File: src/rtl/vrx_irq_pkg.sv
package vrx_irq_pkg;
  localparam int DATA_W   = 8;
  localparam int ADDR_W   = 4;
  localparam int N_LINK   = 6;
  localparam int N_PKT    = 5;
  localparam int N_SEC    = 6;
  localparam int N_CLR    = 7;

  localparam int ADR_ST0  = 0;
  localparam int ADR_ST1  = 1;
  localparam int ADR_ST2  = 2;
  localparam int ADR_MSK0 = 3;
  localparam int ADR_MSK1 = 4;
  localparam int ADR_MSK2 = 5;
  localparam int ADR_PIN  = 6;
  localparam int ADR_CLR  = 7;
  localparam int ADR_MODE = 8;

  // clear group positions
  localparam int CG_MODE = 0;
  localparam int CG_PKT  = 1;
  localparam int CG_ECC  = 2;
  localparam int CG_AUD  = 3;
  localparam int CG_CMUT = 4;
  localparam int CG_SMUT = 5;
  localparam int CG_AUTH = 6;
endpackage

File: src/rtl/vrx_irq_sticky.sv
module vrx_irq_sticky #(
  parameter int W = 6
) (
  input  logic         clk,
  input  logic         rst,
  input  logic [W-1:0] evt,
  input  logic [W-1:0] clr,
  output logic [W-1:0] st
);
  always_ff @(posedge clk) begin
    if (rst) st <= '0;
    else     st <= (st & ~clr) | evt;
  end

  // a set bit without a clear stays set
  assert_sticky_R1: assert property (@(posedge clk) disable iff (rst)
    1'b1 |=> ((st & $past(st & ~clr)) == $past(st & ~clr)));

  // an event wins over a clear on the same edge
  assert_evt_over_clr_R7: assert property (@(posedge clk) disable iff (rst)
    1'b1 |=> ((st & $past(evt)) == $past(evt)));
endmodule

File: src/rtl/vrx_irq_pkt_gate.sv
module vrx_irq_pkt_gate #(
  parameter int N = 5
) (
  input  logic [N-1:0] pkt_rx,
  input  logic [N-1:0] pkt_chg,
  input  logic [N-1:0] every_mode,
  output logic [N-1:0] fire
);
  for (genvar i = 0; i < N; i++) begin : g_type
    always_comb fire[i] = pkt_rx[i] & (every_mode[i] | pkt_chg[i]);
  end
endmodule

File: src/rtl/vrx_irq_regfile.sv
module vrx_irq_regfile
  import vrx_irq_pkg::*;
#(
  parameter int DW  = DATA_W,
  parameter int AW  = ADDR_W,
  parameter int NL  = N_LINK,
  parameter int NP  = N_PKT,
  parameter int NS  = N_SEC,
  parameter int NC  = N_CLR,
  localparam int NB = NP + 3
) (
  input  logic          clk,
  input  logic          rst,
  input  logic          reg_wr,
  input  logic [AW-1:0] reg_addr,
  input  logic [DW-1:0] reg_wdata,
  output logic [DW-1:0] reg_rdata,
  input  logic [NL-1:0] st0,
  input  logic [NB-1:0] st1,
  input  logic [NS-1:0] st2,
  output logic [NL-1:0] msk0,
  output logic [NB-1:0] msk1,
  output logic [NS-1:0] msk2,
  output logic [NC-1:0] clr,
  output logic [NP-1:0] pkt_mode,
  output logic          od_mode,
  output logic          act_low
);
  logic wr_msk0, wr_msk1, wr_msk2, wr_pin, wr_mode, wr_clr;

  always_comb begin
    wr_msk0 = reg_wr && (reg_addr == AW'(ADR_MSK0));
    wr_msk1 = reg_wr && (reg_addr == AW'(ADR_MSK1));
    wr_msk2 = reg_wr && (reg_addr == AW'(ADR_MSK2));
    wr_pin  = reg_wr && (reg_addr == AW'(ADR_PIN));
    wr_mode = reg_wr && (reg_addr == AW'(ADR_MODE));
    wr_clr  = reg_wr && (reg_addr == AW'(ADR_CLR));
    clr     = wr_clr ? reg_wdata[NC-1:0] : '0;
  end

  always_ff @(posedge clk) begin
    if (rst) begin
      msk0     <= '1;
      msk1     <= '0;
      msk2     <= '0;
      pkt_mode <= '0;
      od_mode  <= 1'b1;
      act_low  <= 1'b1;
    end else begin
      if (wr_msk0) msk0 <= reg_wdata[NL-1:0];
      if (wr_msk1) msk1 <= reg_wdata[NB-1:0];
      if (wr_msk2) msk2 <= reg_wdata[NS-1:0];
      if (wr_mode) pkt_mode <= reg_wdata[NP-1:0];
      if (wr_pin) begin
        od_mode <= reg_wdata[0];
        act_low <= reg_wdata[1];
      end
    end
  end

  always_ff @(posedge clk) begin
    if (rst) reg_rdata <= '0;
    else begin
      reg_rdata <= '0;
      case (reg_addr)
        AW'(ADR_ST0):  reg_rdata <= DW'(st0);
        AW'(ADR_ST1):  reg_rdata <= DW'(st1);
        AW'(ADR_ST2):  reg_rdata <= DW'(st2);
        AW'(ADR_MSK0): reg_rdata <= DW'(msk0);
        AW'(ADR_MSK1): reg_rdata <= DW'(msk1);
        AW'(ADR_MSK2): reg_rdata <= DW'(msk2);
        AW'(ADR_PIN):  reg_rdata <= DW'({act_low, od_mode});
        AW'(ADR_MODE): reg_rdata <= DW'(pkt_mode);
        default:       reg_rdata <= '0;
      endcase
    end
  end
endmodule

File: src/rtl/vrx_irq_pin.sv
module vrx_irq_pin (
  input  logic clk,
  input  logic rst,
  input  logic pend,
  input  logic od_mode,
  input  logic act_low,
  output logic irq_o,
  output logic irq_oe
);
  logic irq_q;

  always_ff @(posedge clk) begin
    if (rst) irq_q <= 1'b0;
    else     irq_q <= pend;
  end

  always_comb begin
    if (od_mode) begin
      irq_oe = irq_q;
      irq_o  = ~act_low;
    end else begin
      irq_oe = 1'b1;
      irq_o  = irq_q ^ act_low;
    end
  end
endmodule

File: src/rtl/vrx_irq_ctrl.sv
module vrx_irq_ctrl
  import vrx_irq_pkg::*;
#(
  parameter int DW  = DATA_W,
  parameter int AW  = ADDR_W,
  parameter int NL  = N_LINK,
  parameter int NP  = N_PKT,
  parameter int NS  = N_SEC,
  localparam int NB = NP + 3
) (
  input  logic          clk,
  input  logic          rst,
  input  logic          reg_wr,
  input  logic [AW-1:0] reg_addr,
  input  logic [DW-1:0] reg_wdata,
  output logic [DW-1:0] reg_rdata,
  input  logic [NL-1:0] evt_link,
  input  logic [NS-1:0] evt_sec,
  input  logic [1:0]    evt_mute,
  input  logic          evt_no_vinfo,
  input  logic [NP-1:0] pkt_rx,
  input  logic [NP-1:0] pkt_chg,
  output logic          irq_o,
  output logic          irq_oe
);
  logic [NL-1:0]    st0, msk0, clr0;
  logic [NB-1:0]    st1, msk1, clr1, ev1;
  logic [NS-1:0]    st2, msk2, clr2;
  logic [N_CLR-1:0] clr;
  logic [NP-1:0]    pkt_mode, fire;
  logic             od_mode, act_low, pend;

  vrx_irq_regfile #(.DW(DW), .AW(AW), .NL(NL), .NP(NP), .NS(NS), .NC(N_CLR)) u_regs (
    .clk(clk), .rst(rst), .reg_wr(reg_wr), .reg_addr(reg_addr),
    .reg_wdata(reg_wdata), .reg_rdata(reg_rdata),
    .st0(st0), .st1(st1), .st2(st2),
    .msk0(msk0), .msk1(msk1), .msk2(msk2), .clr(clr),
    .pkt_mode(pkt_mode), .od_mode(od_mode), .act_low(act_low)
  );

  vrx_irq_pkt_gate #(.N(NP)) u_gate (
    .pkt_rx(pkt_rx), .pkt_chg(pkt_chg), .every_mode(pkt_mode), .fire(fire)
  );

  // group clear fan-out
  always_comb begin
    clr0 = {NL{clr[CG_MODE]}};
    clr1 = {clr[CG_CMUT], {NP+1{clr[CG_PKT]}}, clr[CG_SMUT]};
    clr2 = '0;
    clr2[0] = clr[CG_AUTH];
    clr2[1] = clr[CG_AUTH];
    clr2[2] = clr[CG_ECC];
    clr2[3] = clr[CG_AUD];
    clr2[4] = clr[CG_AUD];
    clr2[5] = clr[CG_AUTH];
    ev1     = {evt_mute[1], fire, evt_no_vinfo, evt_mute[0]};
  end

  vrx_irq_sticky #(.W(NL)) u_st0 (.clk(clk), .rst(rst), .evt(evt_link), .clr(clr0), .st(st0));
  vrx_irq_sticky #(.W(NB)) u_st1 (.clk(clk), .rst(rst), .evt(ev1),      .clr(clr1), .st(st1));
  vrx_irq_sticky #(.W(NS)) u_st2 (.clk(clk), .rst(rst), .evt(evt_sec),  .clr(clr2), .st(st2));

  always_comb pend = |{st0 & msk0, st1 & msk1, st2 & msk2};

  vrx_irq_pin u_pin (
    .clk(clk), .rst(rst), .pend(pend), .od_mode(od_mode), .act_low(act_low),
    .irq_o(irq_o), .irq_oe(irq_oe)
  );

  // no masked status -> pin idle on the following edge
  assert_pin_idle_R5: assert property (@(posedge clk) disable iff (rst)
    !pend |=> (od_mode ? !irq_oe : (irq_o == act_low)));

  // ECC group clear removes the ECC bit unless a new one arrives
  assert_ecc_clear_R6: assert property (@(posedge clk) disable iff (rst)
    (reg_wr && reg_addr == AW'(ADR_CLR) && reg_wdata[CG_ECC] && !evt_sec[2]) |=> !st2[2]);

  // unchanged content in mode 0 never raises the packet flag
  for (genvar i = 0; i < NP; i++) begin : g_chk
    assert_mode0_filter_R3: assert property (@(posedge clk) disable iff (rst)
      (!st1[i+2] && pkt_rx[i] && !pkt_mode[i] && !pkt_chg[i]) |=> !st1[i+2]);
  end
endmodule

File: config.mk
export PLATFORM = sky130hd
export DESIGN_NAME = vrx_irq_ctrl
export DESIGN_NICKNAME = d
export VERILOG_FILES = /design/src/rtl/vrx_irq_pkg.sv /design/src/rtl/vrx_irq_sticky.sv /design/src/rtl/vrx_irq_pkt_gate.sv /design/src/rtl/vrx_irq_regfile.sv /design/src/rtl/vrx_irq_pin.sv /design/src/rtl/vrx_irq_ctrl.sv
export SDC_FILE = /design/constraint.sdc
export NUM_CORES = 1
export LEC_CHECK = 0
export BUFFER_PORTS_ARGS = -buffer_cell sky130_fd_sc_hd__buf_2
export CAP_MARGIN = 20
export CORE_MARGIN = 3
export CORE_UTILIZATION = 44
export CTS_BUF_LIST = sky130_fd_sc_hd__clkbuf_2
export CTS_CLUSTER_DIAMETER = 200
export DETAILED_ROUTE_END_ITERATION = 16
export PLACE_DENSITY = 0.76
export RECOVER_POWER = 100
export SLEW_MARGIN = 20
export SYNTH_ARGS = -nofsm -noshare
export SYNTH_HDL_FRONTEND = slang
export SYNTH_SLANG_ARGS = --single-unit
export TNS_END_PERCENT = 5
File: constraint.sdc
create_clock -name clk -period 2.3 [get_ports clk]
set_input_delay 0 -clock clk [delete_from_list [all_inputs] [get_ports clk]]
set_output_delay 0 -clock clk [all_outputs]
set_load 0.01 [all_outputs]
* After elaboration in Yosys (flattened, before gate mapping) *
Index checks and enable logic that the tools add are counted.

storage, ports and cells
  input bits = 40
  logic and storage cells = 55
  output and inout port bits = 10
  register bits after elaboration = 56

cells by class
  multiplexer cells = 4
  bitwise operators = 24
  reductions and logical operators = 8
  equality and inequality tests = 8

operators by type and width
  kind                                           count
  one-hot mux 8 bit (8 select lines)             1
  bitwise AND 6 bit                              4
  OR reduction 20 bit                            1
  bitwise AND 8 bit                              2
  == test 4 x 3 -> 1 bit, second input constant  4
  inverter 6 bit                                 2
  OR 6 bit                                       2
  == test 4 x 2 -> 1 bit, second input constant  2
  inverter 8 bit                                 1
  OR 8 bit                                       1
  two-way mux 7 bit                              1
  logical AND 1 bit                              6
  bitwise AND 1 bit                              5
  OR 1 bit                                       5
  == test 4 x 1 -> 1 bit, second input constant  1
  == test 4 bit, second input constant           1
  zero test 4 bit                                1
  two-way mux 1 bit                              2
  inverter 1 bit                                 1
  bitwise XOR 1 bit                              1

* Logic depth before layout (Yosys ltp) *
Gate-level depths: netlist of run 1.

  depth after elaboration = 6
  depth in mapped cells = 7
  mapped depth without buffers = 4

* Modules after synthesis *
From an unflattened synthesis of run 1, not the netlist that was laid out.

unflattened totals
  cell total of the unflattened synthesis = 320
  area, all modules = 3094.2 µm²

by module, submodules not included
  module                       seq. area each (µm²)  cells each  area an instance (µm²)  times used
  vrx_irq_regfile              700.7                 217         2000.7                  1
  vrx_irq_sticky at u_st0 ...  120.1                 24          255.2                   2
  vrx_irq_sticky at u_st1      160.2                 33          381.6                   1
  vrx_irq_ctrl                 0.0                   12          116.4                   1
  vrx_irq_pin                  20.0                  5           47.5                    1
  vrx_irq_pkt_gate             0.0                   5           37.5                    1

* Least setup slack after synthesis of run 1 *
No wires, ideal clock.

  kind = input -> register
  start = input reg_addr[3]
  end = register u_regs.msk2[0]
  arrival = 0.932 ns
  buffers on the path = 3
  slack = 1.241 ns
  stages on the path = 7
  library setup time = 0.128 ns
  required time = 2.172 ns
  cells stage by stage = buf_4 > and3b_1 > buf_6 > and2_4 > buf_6 > mux2i_1 > nor2_1

on the way
  longest elaborated chain between the ends = 2

RTL lines
  what                    line                   text
  from (decl)             vrx_irq_ctrl.sv:14     input logic [AW-1:0] reg_addr,
  == test 4 x 3 -> 1 bit  vrx_irq_regfile.sv:34  wr_msk2 = reg_wr && (reg_addr == AW'(ADR_MSK2));
  logical AND 1 bit       vrx_irq_regfile.sv:34
  to (signal assigned)    vrx_irq_regfile.sv:52  if (wr_msk2) msk2 <= reg_wdata[NS-1:0];
  to (decl)               vrx_irq_regfile.sv:23  output logic [NS-1:0] msk2,

Every way passes these cells.
A chain may end at the register's enable or synchronous reset.

* Worst setup path in the final report of run 1 *
  start = input reg_addr[3]
  end = register u_st2.st[1]

on the way
  longest elaborated chain between the ends = 6

RTL lines
  what                    line                   text
  == test 4 x 3 -> 1 bit  vrx_irq_regfile.sv:37  wr_clr = reg_wr && (reg_addr == AW'(ADR_CLR));
  logical AND 1 bit       vrx_irq_regfile.sv:37
  two-way mux 7 bit       vrx_irq_regfile.sv:38  clr = wr_clr ? reg_wdata[NC-1:0] : '0;
  inverter 6 bit          vrx_irq_sticky.sv:12   else st <= (st & ~clr) | evt;
  bitwise AND 6 bit       vrx_irq_sticky.sv:12
  OR 6 bit                vrx_irq_sticky.sv:12
  to (signal assigned)    vrx_irq_sticky.sv:12
  to (decl)               vrx_irq_sticky.sv:8    output logic [W-1:0] st

Every way passes these cells.

==> results of run 1 <==
stage by stage:
step / total power, mW / worst slack (ns)
after global placement: 1.27 / 0.776
final: 1.80 / 0.171
after CTS: 1.80 / 0.455
after global routing: 1.87 / 0.141
after floorplan: 1.20 / 1.24
after detailed placement: 1.27 / 0.737
what timing repair did:
| item | 4_1_cts | 5_1_grt |
|---|---|---|
| endpoints found under the setup margin | 0 | 0 |
| hold buffers | 45 | 0 |
| hold endpoints to repair | 49 | 0 |
cell usage in the layout (no fill, tap or decap), drive strengths merged, types with 2 or more instances in the layout:
| master | instances |
|---|---|
| a211o | 8 |
| a21oi | 37 |
| a221oi | 5 |
| a22o | 6 |
| a22oi | 4 |
| a31oi | 5 |
| a32oi | 2 |
| and2 | 3 |
| and3b | 2 |
| buf | 40 |
| clkbuf | 17 |
| dfxtp | 56 |
| dlygate4sd3 | 45 |
| inv | 8 |
| mux2 | 5 |
| mux2i | 14 |
| nand2 | 22 |
| nand2b | 5 |
| nand3 | 22 |
| nand3b | 2 |
| nor2 | 31 |
| nor2b | 7 |
| nor4 | 2 |
| o21ai | 8 |
| o2bb2ai | 4 |
| or3 | 3 |
flip-flops by register name, indices dropped and copies added, names as in the netlist:
name              count
u_pin.irq_q           1
u_regs.act_low        1
u_regs.msk0           6
u_regs.msk1           8
u_regs.msk2           6
u_regs.od_mode        1
u_regs.pkt_mode       5
u_regs.reg_rdata      8
u_st0.st              6
u_st1.st              8
u_st2.st              6
report_power, final:
| part | leakage (nW) | switching [mW] | internal [mW] | total, mW |
|---|---|---|---|---|
| sequential | 0.459 | 0.0378 | 1.01 | 1.05 |
| combinational | 0.771 | 0.134 | 0.141 | 0.275 |
| clock | 0.0430 | 0.288 | 0.187 | 0.474 |
| total | 1.27 | 0.459 | 1.34 | 1.80 |
cell type report:
cell class,instances,area (sq um)
fillers,536,2340
multi-input cells,207,1260
flip-flops and latches,56,1120
repair buffers,96,697
well taps,72,90.1
clock inverters,2,35.0
clock buffers,6,30.0
inverters,8,30.0
layer usage:
layer | up-vias | part of all wire (%) | wire length (microns) | global-route usage, %
li1 | 1207 | - | - | -
met1 | 1182 | 40 | 2940 | 28.1
met2 | 135 | 48 | 3520 | 36.2
met3 | 29 | 9.4 | 698 | 5.97
met4 | 0 | 3.3 | 247 | 8.99
met5 | - | 0 | 0 | 0
logic make-up (layout without fill, tap and decap cells):
family	count (synthesis)	after routing	synth area share (%)
multiplexers	19	19	7.58
AND/OR/NAND/NOR	104	104	20.7
AO/OA/AOI/OAI	83	83	21.0
buffers and inverters	30	112	7.15
XOR/XNOR	1	1	0.338
flip-flops	56	56	43.3
path summary, 6_finish.rpt:
kind                          to               start  slack [ns]
min          u_regs.reg_rdata[0]         reg_addr[2]         0.1
min reg2reg       u_regs.msk1[4]      u_regs.msk1[4]        0.50
max reg2reg          u_st1.st[4]  u_regs.pkt_mode[2]        0.97
max                  u_st2.st[1]         reg_addr[3]        0.17
worst register-to-register path, cell delays in order (launching register included):
cell and delay (ns):
dfxtp_1 0.39, o21ai_0 0.20, dlygate4sd3_1 0.59, a21oi_1 0.07
==> results.toml, run 1 <==
[run_status]
status = "completed"

[sta]
clock_skew_ns = 0.00896
final_hold_viol_count = 0
finalCriticalPeriod_ns = 2.13
tightest_slew_ns = 0.771
relSlewSlack_pct = 48.5
max_freq_mhz = 470
rsz0062_at_grt = "no"
tns_ns = 0
fin_hold_ws_ns = 0.0991
finalCritPeriodShare_pct = 92.6
setup_viol = 0
slew_violations = 0

[clock_tree]
cts_resized = 0
numCtsBuffers = 5
clk_latency_ns = 0.43
cts_sinks = 56
root_buffer = "clkbuf_2"
cts_setup_buffers = 0
cts_buffer_depth = 2
path_clk_slew_ns = 0.25
tritoncts = "done"
htree_num_levels = 2

[critical_path]
path_max_fanout = 19
worstSetupStartpointType = "primary input"
worst_path_max_delay_cell = "dlygate4sd3_1"
worstPathRequired_ns = 2.65
path_cells = "dlygate4sd3_1, clkbuf_1, and3b_1, buf_4, nand3_1, a21oi_1, dlygate4sd3_1, nor2_1"
rr_worst_depth = 3
cp_common_cell = "dlygate4sd3_1"
crit_type = "in2reg"
critical-path-top-delay-family = "buffers and inverters"
arrival_ns = 2.48
crit_buf_inv = 4
critical_path_depth = 8
cp-end-kind = "flop"
slowest_delay_ns = 0.61

[placed_design]
gp_congestion = 0.948
place_area_sq_um = 2790
port_buffers = 49
hpwl_microns = 4940
placed_cells = 394

[grt]
overflow = 0
grt_max_degree = 31
antenna_found_initial = 0
grt_pass1_wl_microns = 11400
grt_pass1_vias = 2301
grt_usage_pct = 22.3

[yosys]
synth.top_cell.area_share_pct = 43.3
yosys.area.top_type = "dfxtp_1"
synth-edff-count = 0
synth_cells = 293
syn_avg_cell_area_sq_um = 8.84
synth_commonest_cells = "56 x dfxtp_1, 37 x a21oi_1, 29 x nor2_1, 21 x nand2_1, 21 x nand3_1"
yosysWarnings = 0
synth_seq_cells = 56
synth_area_sq_um = 2590
syn-num-nets = 333
synth_cell_type_count = 43
yosysMostFrequentCell = "dfxtp_1"
yosysSeqAreaShare_pct = 43.3
ys.flop_type = "dfxtp_1"
synthTopCellsByArea = "dfxtp_1 43%, a21oi_1 7.1%, mux2i_1 5.4%"
postSynth.asyncResetShare_pct = 0

[die]
start_util_pct = 46.2
rows = 27
dieArea_sq_um = 6840
die_w_microns = 82.7
fp.coreArea_sq_um = 5610
die_h_microns = 82.7
io_pins = 50

[layout]
final_cells = 447
fin_area_sq_um = 3270
nets = 414
syn2layout_area_growth_pct = 26.1
final_layout_size_suffix_gt1_share_pct = 14.7
diodes = 0
post-route-util_pct = 58.2

[run]
drv_cap = 0

[routing]
wl_microns = 7400
route.detailed.drc = 0
vias_per_cell = 5.71
routedWlPerCell_microns = 16.6
initialDrtViolationCount = 438
ant_nets = 0
dr.pass1.iters = 6
num_vias = 2553

[worst_hold_path]
hold_depth = 4
min_path_type = "in2reg"

[pwr]
ir_drop_v = 0.000353
leakage_nw = 1.27
powerDensity_nw_per_um2 = 551
No activity file was read; power rests on OpenSTA's default activity.
==> run 2: changes to the inputs <==
CORE_UTILIZATION = 25   (was 44)
PLACE_DENSITY = 0.52   (was 0.76)
SETUP_SLACK_MARGIN = 0.2   (was default)
==> run 2 against run 1 <==
Net effect:
- via count is 2.6% lower
- global-route usage is 7.9 points lower
- first-iteration DRC count is 58% lower
- sequential power hardly changed
- critical path depth stayed put
- count of clock-buffer cells in the layout is 1 higher
- cell count is 14% higher
- critical path type unchanged
- power is 5.0% lower
- final area is 1.4% higher
==> results.toml, run 2 (synthesis gave the netlist of run 1 again) <==
[clock_tree]
htree_num_levels = 2
root_buffer = "clkbuf_2"
clk_latency_ns = 0.47
tritoncts = "done"
cts_setup_buffers = 0
numCtsBuffers = 5
path_clk_slew_ns = 0.27
cts_buffer_depth = 2
cts_sinks = 56

[sta]
relSlewSlack_pct = 44.4
final_hold_viol_count = 0
slew_violations = 0
tns_ns = 0
finalCriticalPeriod_ns = 2.01
finalCritPeriodShare_pct = 87.3
clock_skew_ns = 0.0409
max_freq_mhz = 498
fin_hold_ws_ns = 0.0230
setup_viol = 0
tightest_slew_ns = 0.831
rsz0062_at_grt = "no"

[die]
dieArea_sq_um = 11600
rows = 36
io_pins = 50
start_util_pct = 26.1
die_w_microns = 108
die_h_microns = 108
fp.coreArea_sq_um = 9910

[routing]
vias_per_cell = 4.89
initialDrtViolationCount = 186
num_vias = 2486
route.detailed.drc = 0
ant_nets = 0
wl_microns = 8060
routedWlPerCell_microns = 15.9
dr.pass1.iters = 5

[pwr]
p_sw_mw = 0.475
swShare_pct = 27.8
combPwrFrac_pct = 16.0
powerDensity_nw_per_um2 = 515
clockPowerShare_pct = 22.5
ir_drop_v = 0.000234
p_int_mw = 1.23
leakage_nw = 1.26
power.total_mw = 1.71
sequentialPowerShare_pct = 61.5

[grt]
grt_usage_pct = 14.4
antenna_found_initial = 0
grt_pass1_vias = 2390
overflow = 0
grt_pass1_wl_microns = 13000
grt_max_degree = 33

[critical_path]
timing.rr.start = "u_regs.msk1[6]"
crit_type = "in2reg"
cp-end-kind = "flop"
path_max_fanout = 15
rr_worst_depth = 3
arrival_ns = 2.34
worstPathRequired_ns = 2.63
reg2reg_to = "u_regs.reg_rdata[6]"
worstSetupStartpointType = "primary input"
r2r_slack_ns = 0.94

[placed_design]
port_buffers = 49
hpwl_microns = 5840
gp_congestion = 0.884

[worst_hold_path]
hold_depth = 3
worstHoldStart = "reg_addr[3]"
min_path_type = "in2reg"
hold_end = "u_regs.reg_rdata[4]"

[run_status]
status = "completed"

[layout]
diodes = 0
syn2layout_area_growth_pct = 27.9
final_common_cell = "dfxtp_1"
post-route-util_pct = 33.4
reg.largest.list = "u_regs.msk1 (8), u_regs.reg_rdata (8), u_st1.st (8)"
final_cell_mix = "56 x dfxtp_1, 45 x dlygate4sd3_1, 38 x buf_2"
final_layout_size_suffix_gt1_share_pct = 14.4
nets = 414

[run]
drv_cap = 0
==> run 2: layer usage <==
layer | part of all wire (%) | track usage (%) | routed length (microns)
met1 | 47 | 20.4 | 3810
met2 | 44 | 21.5 | 3520
met3 | 7.0 | 3.12 | 561
met4 | 2.0 | 4.69 | 165
met5 | 0 | 0 | 0
==> run 2: worst max-delay path, stage by stage <==
cell and delay [ns]:
dlygate4sd3_1 0.52, clkbuf_1 0.29, and3b_2 0.46, clkbuf_1 0.24, nand3_1 0.10, a21oi_1 0.13
dlygate4sd3_1 0.56, nor2_1 0.04
==> run 2: power by group through the flow <==
stage | clock network, mW | registers [mW] | logic (mW)
floorplan | 0 | 1.05 | 0.151
global placement | 0 | 1.07 | 0.218
detailed placement | 0 | 1.07 | 0.217
CTS | 0.402 | 1.05 | 0.279
global route | 0.443 | 1.06 | 0.304
finish | 0.383 | 1.05 | 0.273
==> run 2: timing repair <==
| action | CTS | global route |
|---|---|---|
| gates resized for setup | 0 | 2 |
| hold endpoints to repair | 47 | 0 |
| hold buffers | 45 | 0 |
| setup endpoints to repair | 0 | 3 |
==> run 2: area by class of cell <==
cell class              count  area [sq um]
flip-flops and latches     56          1120
fillers                  1093          6600
clock inverters             1          3.75
inverters                   8          30.0
repair buffers             96           693
clock buffers               7          35.0
multi-input cells         207          1260
well taps                 133           166
==> run 2: through the flow <==
stage                     std cells  setup WS (ns)  instance area [sq um]
after floorplan                 293           1.24                   2590
after global placement          455          0.558                   2860
after detailed placement        455          0.578                   2860
after CTS                       508          0.238                   3350
after global routing            508          0.189                   3310
final                           508          0.293                   3310
==> run 2: how the worst max path moves through the flow <==
stage / start / endpoint / depth (start not counted)
after CTS: reg_wr / u_st1.st[1] / 7
after global placement: reg_addr[0] / u_regs.msk0[2] / 4
after global routing: reg_wr / u_st1.st[0] / 8
after detailed placement: reg_addr[0] / u_regs.msk0[5] / 4
after floorplan: reg_addr[3] / u_regs.msk2[0] / 7
final: reg_wr / u_st1.st[0] / 8
